File: src/rtl/ide_steer_pkg.sv
package ide_steer_pkg;
  typedef enum logic [1:0] {
    PH_IDLE  = 2'd0,
    PH_PULSE = 2'd1,
    PH_REPLY = 2'd2
  } phase_t;
endpackage

File: src/rtl/ide_addr_map.sv
module ide_addr_map #(
  parameter int REG_W = 3
) (
  input  logic             clk,
  input  logic             rst_n,
  input  logic             load,
  input  logic [REG_W-1:0] upper_addr,
  output logic [REG_W-1:0] reg_idx
);
  // Host A0 picks the byte lane; the register index starts at host A1.
  always_ff @(posedge clk or negedge rst_n) begin
    if (!rst_n)    reg_idx <= '0;
    else if (load) reg_idx <= upper_addr;
  end
endmodule

File: src/rtl/ide_strobe_seq.sv
module ide_strobe_seq
  import ide_steer_pkg::*;
#(
  parameter int PULSE_CLKS = 3
) (
  input  logic clk,
  input  logic rst_n,
  input  logic start_rd,
  input  logic start_wr,
  input  logic start_local,
  input  logic rsp_ready,
  output logic idle,
  output logic reply,
  output logic rd_act,
  output logic wr_act,
  output logic capture
);
  localparam int CNT_W = (PULSE_CLKS > 1) ? $clog2(PULSE_CLKS) : 1;
  localparam logic [CNT_W-1:0] CNT_LAST = CNT_W'(PULSE_CLKS - 1);

  phase_t           phase_q;
  logic             is_wr_q;
  logic [CNT_W-1:0] cnt_q;

  always_ff @(posedge clk or negedge rst_n) begin
    if (!rst_n) begin
      phase_q <= PH_IDLE;
      is_wr_q <= 1'b0;
      cnt_q   <= '0;
    end else begin
      unique case (phase_q)
        PH_IDLE: begin
          if (start_rd || start_wr) begin
            phase_q <= PH_PULSE;
            is_wr_q <= start_wr;
            cnt_q   <= CNT_LAST;
          end else if (start_local) begin
            phase_q <= PH_REPLY;
          end
        end
        PH_PULSE: begin
          if (cnt_q == '0) phase_q <= is_wr_q ? PH_IDLE : PH_REPLY;
          else             cnt_q   <= cnt_q - 1'b1;
        end
        PH_REPLY: begin
          if (rsp_ready) phase_q <= PH_IDLE;
        end
        default: phase_q <= PH_IDLE;
      endcase
    end
  end

  always_comb begin
    idle    = (phase_q == PH_IDLE);
    reply   = (phase_q == PH_REPLY);
    rd_act  = (phase_q == PH_PULSE) && !is_wr_q;
    wr_act  = (phase_q == PH_PULSE) &&  is_wr_q;
    capture = rd_act && (cnt_q == '0);
  end
endmodule

File: src/rtl/ide_lane_path.sv
module ide_lane_path #(
  parameter int BYTE_W = 8
) (
  input  logic              clk,
  input  logic              rst_n,
  input  logic              hold_load,
  input  logic              wr_start,
  input  logic              capture,
  input  logic              local_rd,
  input  logic [BYTE_W-1:0] host_wdata,
  input  logic [2*BYTE_W-1:0] drive_din,
  output logic [2*BYTE_W-1:0] drive_dout,
  output logic [BYTE_W-1:0] rsp_byte
);
  logic [BYTE_W-1:0] hold_q;
  logic [BYTE_W-1:0] low_q;
  logic [BYTE_W-1:0] rsp_q;

  always_ff @(posedge clk or negedge rst_n) begin
    if (!rst_n) begin
      hold_q <= '0;
      low_q  <= '0;
      rsp_q  <= '0;
    end else begin
      if (hold_load) hold_q <= host_wdata;
      if (wr_start)  low_q  <= host_wdata;
      if (capture) begin
        rsp_q  <= drive_din[BYTE_W-1:0];
        hold_q <= drive_din[2*BYTE_W-1:BYTE_W];
      end
      if (local_rd)  rsp_q  <= hold_q;
    end
  end

  assign drive_dout = {hold_q, low_q};
  assign rsp_byte   = rsp_q;
endmodule

File: src/rtl/ide_lane_bridge.sv
module ide_lane_bridge #(
  parameter int HOST_AW    = 4,
  parameter int PULSE_CLKS = 3
) (
  input  logic                 clk,
  input  logic                 rst_n,
  input  logic                 req_valid,
  output logic                 req_ready,
  input  logic                 req_write,
  input  logic [HOST_AW-1:0]   req_addr,
  input  logic [7:0]           req_wdata,
  output logic                 rsp_valid,
  input  logic                 rsp_ready,
  output logic [7:0]           rsp_data,
  output logic [HOST_AW-2:0]   ide_addr,
  output logic                 ide_cs_n,
  output logic                 ide_rd_n,
  output logic                 ide_wr_n,
  input  logic [15:0]          ide_d_in,
  output logic [15:0]          ide_d_out,
  output logic                 ide_d_oe
);
  localparam int REG_W = HOST_AW - 1;

  logic accept, odd;
  logic start_rd, start_wr, start_local, hold_load;
  logic idle, reply, rd_act, wr_act, capture;

  assign accept      = req_valid && idle;
  assign odd         = req_addr[0];
  assign start_rd    = accept && !req_write && !odd;
  assign start_local = accept && !req_write &&  odd;
  assign start_wr    = accept &&  req_write &&  odd;
  assign hold_load   = accept &&  req_write && !odd;

  ide_addr_map #(.REG_W(REG_W)) u_map (
    .clk        (clk),
    .rst_n      (rst_n),
    .load       (start_rd || start_wr),
    .upper_addr (req_addr[HOST_AW-1:1]),
    .reg_idx    (ide_addr)
  );

  ide_strobe_seq #(.PULSE_CLKS(PULSE_CLKS)) u_seq (
    .clk         (clk),
    .rst_n       (rst_n),
    .start_rd    (start_rd),
    .start_wr    (start_wr),
    .start_local (start_local),
    .rsp_ready   (rsp_ready),
    .idle        (idle),
    .reply       (reply),
    .rd_act      (rd_act),
    .wr_act      (wr_act),
    .capture     (capture)
  );

  ide_lane_path #(.BYTE_W(8)) u_lane (
    .clk        (clk),
    .rst_n      (rst_n),
    .hold_load  (hold_load),
    .wr_start   (start_wr),
    .capture    (capture),
    .local_rd   (start_local),
    .host_wdata (req_wdata),
    .drive_din  (ide_d_in),
    .drive_dout (ide_d_out),
    .rsp_byte   (rsp_data)
  );

  assign req_ready = idle;
  assign rsp_valid = reply;
  assign ide_cs_n  = !(rd_act || wr_act);
  assign ide_rd_n  = !rd_act;
  assign ide_wr_n  = !wr_act;
  assign ide_d_oe  = wr_act;
endmodule

File: config.mk
export PLATFORM = sky130hd
export DESIGN_NAME = ide_lane_bridge
export DESIGN_NICKNAME = d
export VERILOG_FILES = /design/src/rtl/ide_steer_pkg.sv /design/src/rtl/ide_addr_map.sv /design/src/rtl/ide_strobe_seq.sv /design/src/rtl/ide_lane_path.sv /design/src/rtl/ide_lane_bridge.sv
export SDC_FILE = /design/constraint.sdc
export NUM_CORES = 1
export LEC_CHECK = 0
export BUFFER_PORTS_ARGS = -buffer_cell sky130_fd_sc_hd__clkbuf_2
export CORE_MARGIN = 8
export CORE_UTILIZATION = 46
export DETAILED_ROUTE_END_ITERATION = 8
export PLACE_DENSITY = 0.9
export SKIP_CTS_REPAIR_TIMING = 1
export SLEW_MARGIN = 20
export SYNTH_ARGS = -nofsm -noshare
export SYNTH_HDL_FRONTEND = slang
export SYNTH_SLANG_ARGS = --single-unit
File: constraint.sdc
create_clock -name clk -period 2.27 [get_ports clk]
set_clock_uncertainty 0.1 [all_clocks]
set_input_delay 0.454 -clock clk [delete_from_list [all_inputs] [get_ports clk]]
set_output_delay 0.454 -clock clk [all_outputs]
set_load 0.05 [all_outputs]
==> metrics.md, run 1 <==
| Metric | Value |
|---|---|
| CP startpoint kind | register |
| Syn_nets | 166 |
| Critical path's top delay family | flip-flops |
| Vias per std cell | 5.18 |
| Number of global-route vias before repair | 1367 |
| FILL cells | 270 |
| Leakage Power | 0.960 nW |
| CP Data Arrival Time | 1510 ps |
| Required time worst endpoint | 1720 ps |
| Simple-Gate Fraction of Synth Area | 0.150 |
| TritonCTS clock tree | done |
| CTS clk-pin slew, worst paths | 100 ps |
| Nets@finish | 230 |
| Final setup TNS | 0 ps |
| Grt ovf | 0 |
| WL final | 3.79 mm |
| Placed cells | 233 |
| Core area | 0.00308 mm^2 |
| HP Class | in2async |
| IO Pins | 66 |
| Least-Margin Pin Slew | 787 ps |
| Synthesized instance count | 132 |
| Yosys reg bits | 32 |
| Worst path buffer plus inverter count | 2 |
| Slowest stage delay, CP | 510 ps |
| H-tree depth | 2 |
| Die H | 73.2 um |
| CTS Buffer Depth | 2 |
| Area added between synthesis and finish | 25.4% |
| Drt wl/cell | 15.7 um |
| Iter 0 DRT Violations | 33 |
| Crit Path Category | reg2out |
| Final Setup Violations | 0 |
| Tmin final | 2070 ps |
| Sink Count | 32 |
| Cell area after synthesis | 0.00151 mm^2 |
| N_diodes | 0 |
| Fin cells | 241 |
| Fin. Hold Viols | 0 |
| Xor/xnor cell area share of the yosys netlist | 0.00582 |
| GRT Util Overall | 0.152 |
| DR pass1 iterations | 4 |
| Fin crit share | 0.910 |
| Complex-gate fraction of the synthesized area | 0.160 |
| Slowest CP cell | dfrtp_1 |
| Core Rows | 20 |
| Synth top area share | 0.532 |
| CTS buffer count | 5 |
| Slew Viols, Final | 0 |
| Sequential area share after synthesis | 0.532 |
| Port Buffers | 65 |
| Adder-Cell Fraction of Synth Area | 0.00831 |
| # Max-Cap Violations | 0 |
| Finished Core Util | 0.613 |
| Peak supply drop | 0.00102 V |
| Final Cell Area | 0.00189 mm^2 |
| Synth area leader | dfrtp_1 |
| Mux contribution to synthesized area | 0.0889 |
| Fmax | 484 MHz |
| Setup WS pre-CTS | 342 ps |
| Largest net degree at the start of global routing | 33 |
| Clock root buffer | clkbuf_4 |
| Detailed-route via count | 1248 |
| DR DRC count | 0 |
| Layout cells sized above 1 | 0.447 |
| YS warnings | 0 |
| Die width | 73.2 um |
| Cell Pwr Density | 1750 mW/mm^2 |
| Clock Latency Late Sink | 330 ps |
| Outcome | completed |
| Crit. End Element | output pin |
| Largest family of logic cells by synthesized area | compound AO/OA/AOI/OAI gates |
| Initial core utilization | 0.489 |
| DP HPWL | 2.99 mm |
| Top post-synthesis cells by area | dfrtp_1, mux2_2, a221o_1 |
| Worst rel slew slack | 0.476 |
| RSZ-0062 raised after global routing | no |
| Most common cell after layout, fill and taps aside | clkbuf_2 |
| First-pass GRT wire length | 6.30 mm |
| Placed Area | 0.00183 mm^2 |
| Initial antenna violation count | 0 |
| Commonest cells after routing, fill and taps aside | clkbuf_2, dfrtp_1, mux2_2, nor2_1, o21ai_0 |
| Worst Setup Slack, final | 203 ps |
| Syn Area/Cell | 11.4 um^2 |
| Placer Congestion | 0.832 |
| Critical path peak fanout | 9 |
| Die ar. | 0.00536 mm^2 |
| Worst path cell trace | nor2b_1 > nand2_1 > inv_1 > clkbuf_2 |
| Final ANT Viol Nets | 0 |
| Count of different cell masters after synthesis | 32 |
layout make-up:
type	count	area, um^2	share of cell area
Tap cell	44	55.1	0.0292
Clock buffer	8	58.8	0.0312
Inverter	7	26.3	0.0139
Timing Repair Buffer	65	325	0.172
Sequential cell	32	801	0.424
Multi-Input combinational cell	85	621	0.329
layer usage:
| metal | GRT usage | wire length [um] |
|---|---|---|
| met1 | 0.164 | 1550 |
| met2 | 0.251 | 1820 |
| met3 | 0.0536 | 360 |
| met4 | 0.0867 | 64 |
| met5 | 0 | 0 |
cell families after synthesis:
| family | after synthesis |
|---|---|
| multiplexers | 12 |
| AO/OA/AOI/OAI | 37 |
| AND/OR/NAND/NOR | 34 |
| XOR/XNOR | 1 |
| flip-flops | 32 |
| adder cells (fa/ha/maj) | 1 |
| buffers and inverters | 15 |
path summary, 6_finish.rpt:
kind	slack [ps]	endpoint	start	cells after the start
max	200	ide_d_oe	u_seq.phase_q[0]	4
min	90	u_seq.is_wr_q	rst_n	1
max reg2reg	350	u_lane.rsp_byte[4]	u_seq.cnt_q[0]	5
min reg2reg	390	u_seq.cnt_q[0]	u_seq.cnt_q[0]	1
max in group asynchronous	1480	u_seq.phase_q[0]	rst_n	1
min in group clk	220	u_seq.phase_q[1]	rsp_ready	2
synth_stat cells, drive strengths merged:
library cell	number
a21oi	9
a221o	8
a31oi	9
and2	9
and4bb	2
buf	7
clkbuf	1
dfrtp	32
ha	1
inv	7
mux2	11
mux2i	1
nand2	3
nand2b	3
nand4bb	1
nor2	10
nor2b	2
nor3b	1
o21ai	11
or2b	1
or3b	2
xor2	1
metrics by stage:
stage                     power, mW  hold WS [ps]
after CTS                      3.34           100
after global routing           3.50           140
after detailed placement       3.00           380
after floorplan                2.55          58.4
final                          3.31          90.2
after global placement         2.94           361
sequential cells by signal (all words and copies together) (netlist names):
register         count
u_lane.low_q         8
u_lane.rsp_byte      8
u_seq.cnt_q          2
u_lane.hold_q        8
u_seq.phase_q        2
u_seq.is_wr_q        1
u_map.reg_idx        3
report_power, final:
group          internal, mW  switching, mW
combinational         0.506           1.42
clock                 0.153          0.181
sequential            0.848          0.196
total                  1.51           1.80
(Power assumes the default switching activity.)
==> run 2, diff against run 1 <==
--- a/config.mk
+++ b/config.mk
@@ -6,10 +6,13 @@
 export NUM_CORES = 1
 export LEC_CHECK = 0
 export BUFFER_PORTS_ARGS = -buffer_cell sky130_fd_sc_hd__clkbuf_2
+export CELL_PAD_IN_SITES_DETAIL_PLACEMENT = 0
+export CELL_PAD_IN_SITES_GLOBAL_PLACEMENT = 2
+export CORE_ASPECT_RATIO = 1.75
 export CORE_MARGIN = 8
-export CORE_UTILIZATION = 46
+export CORE_UTILIZATION = 28
 export DETAILED_ROUTE_END_ITERATION = 8
-export PLACE_DENSITY = 0.9
+export PLACE_DENSITY = 0.91
 export SKIP_CTS_REPAIR_TIMING = 1
 export SLEW_MARGIN = 20
 export SYNTH_ARGS = -nofsm -noshare
==> run 2 against run 1 <==
  * Sequential share of layout area fell by 1.5 points
  * Cell count rose by 5.0%
  * Design area rose by 3.7%
  * Utilization fell by 24 points
  * Critical endpoint unchanged
  * First-iteration DRC count rose by 36%
  * Routed wire length rose by 11%
  * Hold slack improved by 57 ps
  * Largest cell class unchanged
  * Highest routed layer unchanged
  * Critical path depth did not move
  * Non-clock buffer count rose by 1
  * Global-route usage fell by 4.0 points
==> metrics.md, run 2 (synthesized netlist as in run 1, its figures left out) <==
| Metric | Value |
|---|---|
| FILL cells | 561 (+110%) |
| Placer Congestion | 0.773 (-7.0%) |
| Tmin final | 1990 ps (-80.3 ps) |
| DP HPWL | 3.42 mm (+14%) |
| Most common cell after layout, fill and taps aside | clkbuf_2 |
| Reg2Reg Setup Slack | 610 ps (+260 ps) |
| Switching portion of total power | 0.520 (-0.0247) |
| Core area | 0.00521 mm^2 (+69%) |
| H-tree depth | 2 (unchanged) |
| Final Setup Violations | 0 (unchanged) |
| Layout cells sized above 1 | 0.455 (+0.00784) |
| Fin cells | 253 (+5.0%) |
| CTS Buffer Depth | 2 (unchanged) |
| First-pass GRT wire length | 6.83 mm (+8.4%) |
| Sequential power share | 0.298 (-0.018) |
| Peak supply drop | 0.000454 V (-56%) |
| CP startpoint kind | register |
| Slew Viols, Final | 0 (unchanged) |
| Drt wl/cell | 16.6 um (+5.8%) |
| Die width | 71.4 um (-2.4%) |
| Commonest cells after routing, fill and taps aside | clkbuf_2, dfrtp_1, mux2_2, nor2_1, o21ai_0 |
| NetSw | 1.82 mW (+1.3%) |
| Clock power frac | 0.153 (+0.052) |
| Crit Path Category | reg2out |
| Fmax | 503 MHz (+4.0%) |
| DR pass1 iterations | 4 (unchanged) |
| HP Class | in2async |
| Combinational Power Share | 0.548 (-0.035) |
| GRT Util Overall | 0.112 (-0.0396) |
| Required time worst endpoint | 1720 ps (about the same) |
| Initial core utilization | 0.289 (-0.200) |
| IO Pins | 66 (unchanged) |
| Leakage Power | 0.988 nW (+2.9%) |
| Grt ovf | 0 (unchanged) |
| Clock Latency Late Sink | 280 ps (-50 ps) |
| Largest net degree at the start of global routing | 33 (unchanged) |
| Worst rel slew slack | 0.456 (-0.0192) |
| Critical path peak fanout | 9 (unchanged) |
| Placed cells | 245 (+5.2%) |
| Fin. Hold Viols | 0 (unchanged) |
| Number of global-route vias before repair | 1367 (unchanged) |
| CTS clk-pin slew, worst paths | 70 ps (-30 ps) |
| Final ANT Viol Nets | 0 (unchanged) |
| CP Data Arrival Time | 1430 ps (-80 ps) |
| TritonCTS clock tree | done |
| Area added between synthesis and finish | 30.0% |
| N_diodes | 0 (unchanged) |
| WL final | 4.21 mm (+11%) |
| Cell Pwr Density | 1790 mW/mm^2 (+2.3%) |
| CTS buffer count | 5 (unchanged) |
| RSZ-0062 raised after global routing | no |
| Iter 0 DRT Violations | 45 (+36%) |
| Initial antenna violation count | 0 (unchanged) |
| Nets@finish | 231 (+0.43%) |
| Final setup TNS | 0 ps (unchanged) |
| Die ar. | 0.00807 mm^2 (+51%) |
| Crit. End Element | output pin |
| Sink Count | 32 (unchanged) |
| Core Rows | 35 (+75%) |
| # Max-Cap Violations | 0 (unchanged) |
| Int Pwr | 1.68 mW (+12%) |
| Fin crit share | 0.875 (-0.0354) |
| Vias per std cell | 4.91 (-5.2%) |
| DR DRC count | 0 (unchanged) |
| Outcome | completed |
| Port Buffers | 65 (unchanged) |
| Die H | 113 um (+54%) |
| Detailed-route via count | 1242 (-0.48%) |
| Least-Margin Pin Slew | 815 ps (+28.8 ps) |
| Clock root buffer | clkbuf_8 |
## run 2: cell count changes in the layout (fill, tap and decap cells not counted)
cell	before	now
buf_4	0	1
bufinv_16	0	1
clkbuf_1	2	1
clkbuf_4	5	0
clkbuf_8	1	5
clkinv_2	0	1
## run 2: layout make-up
class	count	area, um^2	area share
Clock buffer	6	72.6	0.0371
Clock inverter	2	35.0	0.0179
Sequential cell	32	801	0.409
Multi-Input combinational cell	85	621	0.317
Tap cell	55	68.8	0.0352
Inverter	7	26.3	0.0134
Timing Repair Buffer	66	333	0.170
## run 2: power groups by stage
stage | clock network (mW) | logic, mW | registers (mW)
2_1_floorplan | 0 | 0.731 | 1.82
3_5_place_dp | 0 | 1.95 | 1.06
5_1_grt | 0.585 | 2.04 | 1.09
4_1_cts | 0.554 | 1.95 | 1.05
3_3_place_gp | 0 | 1.93 | 1.05
6_report | 0.538 | 1.92 | 1.05
## run 2: through the flow
step | utilization | hold slack, ps | setup slack (ps) | cell area (um^2) | total power, mW
after CTS | 0.376 | 176 | 259 | 1960 | 3.56
after floorplan | - | 58.4 | 281 | 1510 | 2.55
after detailed placement | 0.355 | 366 | 575 | 1850 | 3.01
after global placement | 0.355 | 362 | 611 | 1850 | 2.98
final | 0.376 | 147 | 284 | 1960 | 3.51
after global routing | 0.376 | 208 | 171 | 1960 | 3.71
## run 2: path summary, 6_finish.rpt
path / from / cells past startpoint / to
setup reg to reg: u_seq.cnt_q[0] / 6 / u_lane.rsp_byte[4]
hold / removal: rst_n / 1 / u_map.reg_idx[1]
setup / recovery: u_seq.phase_q[0] / 4 / ide_d_oe
max in group asynchronous: rst_n / 1 / u_lane.rsp_byte[1]
min in group clk: rsp_ready / 2 / u_seq.phase_q[1]
hold reg to reg: u_seq.cnt_q[0] / 1 / u_seq.cnt_q[0]
## run 2: layer usage
metal | global-route usage | vias up | part of all wire
li1 | - | 601 | -
met1 | 0.105 | 592 | 0.36
met2 | 0.199 | 40 | 0.55
met3 | 0.0363 | 9 | 0.057
met4 | 0.0783 | 0 | 0.035
met5 | 0 | - | 0
## run 2: critical path: stages, from the launching register on
cell and delay, ps:
dfrtp_1 500, nor2b_1 240, nand2_1 90, inv_1 50, clkbuf_2 260
==> run 3, diff against run 2 <==
--- a/config.mk
+++ b/config.mk
@@ -12,7 +12,9 @@
 export CORE_MARGIN = 8
 export CORE_UTILIZATION = 28
 export DETAILED_ROUTE_END_ITERATION = 8
+export GPL_TIMING_DRIVEN = 0
 export PLACE_DENSITY = 0.91
+export SETUP_SLACK_MARGIN = 0.3
 export SKIP_CTS_REPAIR_TIMING = 1
 export SLEW_MARGIN = 20
 export SYNTH_ARGS = -nofsm -noshare
==> run 3 against run 2 <==
  * Cell count grew 2.8%
  * Fmax rose by 5.3%
  * Critical endpoint is now rsp_valid
  * Highest routed layer unchanged
  * Non-clock buffer count rose by 7
  * Routed wire length fell by 1.6%
  * Critical path type unchanged
  * First-iteration DRC count down 38%
  * Setup slack improved by 100 ps
  * Count of clock-buffer cells in the layout increased by 1
  * Combinational power grew 5%
==> metrics.md, run 3 (synthesized netlist as in run 1, its figures left out) <==
| Metric | Value |
|---|---|
| GRT Util Overall | 0.108 (-0.00403) |
| Crit Path Category | reg2out |
| Switching portion of total power | 0.505 (-0.0147) |
| Sink Count | 32 (unchanged) |
| Power, Total | 3.63 mW (+3.4%) |
| Outcome | completed |
| M1 WL | 1.50 mm (-0.33%) |
| IO Pins | 66 (unchanged) |
| CTS buffer count | 5 (unchanged) |
| Drt wl/cell | 15.9 um (-4.2%) |
| Largest net degree at the start of global routing | 33 (unchanged) |
| CTS Buffer Depth | 2 (unchanged) |
| Area added between synthesis and finish | 35.7% |
| Worst Setup Slack, final | 384 ps (+100 ps) |
| Storage element area | 801 um^2 (unchanged) |
| Initial antenna violation count | 0 (unchanged) |
| DP HPWL | 3.39 mm (-0.81%) |
| Initial core utilization | 0.289 (unchanged) |
| RSZ-0062 raised after global routing | no |
| Die width | 71.4 um (unchanged) |
| TritonCTS clock tree | done |
| Layout cells sized above 1 | 0.478 (+0.0235) |
| Iter 0 DRT Violations | 28 (-38%) |
| NetSw | 1.83 mW (+0.50%) |
| Most common cell after layout, fill and taps aside | clkbuf_2 |
| Port Buffers | 65 (unchanged) |
| Clock power frac | 0.165 (+0.012) |
| Fmax | 530 MHz (+5.3%) |
| DR WL met2 | 2.33 mm (+0.34%) |
| Core area | 0.00521 mm^2 (unchanged) |
| Final ANT Viol Nets | 0 (unchanged) |
| Setup WS pre-CTS | 519 ps (-55.5 ps) |
| Worst path cell trace | buf_4 > or2b_1 > inv_1 > clkbuf_2 |
| WL final | 4.15 mm (-1.6%) |
| CP startpoint | u_seq.phase_q[1] |
| Slowest stage delay, CP | 330 ps (-170 ps) |
| HP Class | in2async |
| Worst rel slew slack | 0.439 (-0.0178) |
| # Max-Cap Violations | 0 (unchanged) |
| Leakage Power | 1.02 nW (+3.3%) |
| Clock Latency Late Sink | 280 ps (about the same) |
| Number of global-route vias before repair | 1401 (+2.5%) |
| Grt ovf | 0 (unchanged) |
| Cell Pwr Density | 1780 mW/mm^2 (-0.89%) |
| Slowest CP cell | dfrtp_1 |
| DR pass1 iterations | 4 (unchanged) |
| DR DRC count | 0 (unchanged) |
| Clock root buffer | clkbuf_8 |
| Multi-input gate area | 631 um^2 (+1.6%) |
| Slew Viols, Final | 0 (unchanged) |
| Nets@finish | 238 (+3.0%) |
| Combinational Power Share | 0.556 (+0.008) |
| CP startpoint kind | register |
| N_diodes | 0 (unchanged) |
| Crit. End Element | output pin |
| DR WL met3 | 216 um (-9.6%) |
| Worst path buffer plus inverter count | 3 (+1) |
| Die ar. | 0.00807 mm^2 (unchanged) |
| FF-to-FF Start | u_seq.cnt_q[0] |
| Tmin final | 1890 ps (-100 ps) |
| CP Data Arrival Time | 1330 ps (-100 ps) |
| Die H | 113 um (unchanged) |
| Core Rows | 35 (unchanged) |
| H-tree depth | 2 (unchanged) |
| Final Setup Violations | 0 (unchanged) |
| Detailed-route via count | 1235 (-0.56%) |
| Required time worst endpoint | 1720 ps (about the same) |
| Least-Margin Pin Slew | 842 ps (+26.8 ps) |
| FILL cells | 549 (-2.1%) |
| Max layer used | met4 |
| Fin. Hold Viols | 0 (unchanged) |
| Critical path's top delay family | buffers and inverters |
| Vias per std cell | 4.75 (-3.2%) |
| Commonest cells after routing, fill and taps aside | clkbuf_2, dfrtp_1, mux2_2, nor2_1, o21ai_0 |
| Fin crit share | 0.831 (-0.0441) |
| Reg2Reg Setup Slack | 550 ps (-60 ps) |
| Final setup TNS | 0 ps (unchanged) |
| CTS clk-pin slew, worst paths | 70 ps (about the same) |
| Finished Core Util | 0.392 (+0.0163) |
| Placer Congestion | 0.740 (-4.2%) |
| Sequential power share | 0.280 (-0.018) |
| Int Pwr | 1.80 mW (+6.6%) |
| Peak supply drop | 0.000530 V (+17%) |
| First-pass GRT wire length | 6.83 mm (unchanged) |
| Critical path peak fanout | 9 (unchanged) |
[run 3: power groups by stage]
stage	clock [mW]	combinational, mW	sequential [mW]
after floorplan	0	0.739	1.83
after global placement	0	2.01	1.02
after detailed placement	0	2.02	1.03
after CTS	0.617	2.03	1.02
after global routing	0.645	2.14	1.05
final	0.598	2.02	1.01
[run 3: routing by layer]
layer	track usage	vias up
li1	-	610
met3	0.0310	6
met2	0.203	41
met5	0	-
met4	0.0517	0
met1	0.103	578
[run 3: worst paths after layout]
kind | endpoint | cells after the start
hold / removal | u_map.reg_idx[1] | 1
setup / recovery | rsp_valid | 4
hold reg to reg | u_seq.cnt_q[0] | 1
setup reg to reg | u_lane.rsp_byte[3] | 7
max in group asynchronous | u_lane.rsp_byte[7] | 1
min in group clk | u_seq.phase_q[1] | 2
[run 3: final cells by class]
cell class | count | share of cell area
plain buffers | 8 | 0.0282
clock buffers | 7 | 0.0472
clock inverters | 1 | 0.0147
inverters | 7 | 0.0147
multi-input cells | 85 | 0.309
flip-flops and latches | 32 | 0.392
well taps | 55 | 0.0337
repair buffers | 65 | 0.161
[run 3: through the flow]
stage	hold WS (ps)	cell area [um^2]	cells
floorplan	58.4	1510	132
global placement	363	1910	252
detailed placement	366	1910	252
CTS	194	2030	260
global route	231	2040	260
finish	169	2040	260
[run 3: worst register-to-register path, cell delays in order, from the launching register on]
cell and delay, ps:
dfrtp_1 360, inv_1 50, ha_1 210, and4bb_1 190, buf_2 170, buf_6 150
and2_0 140, a221o_1 250
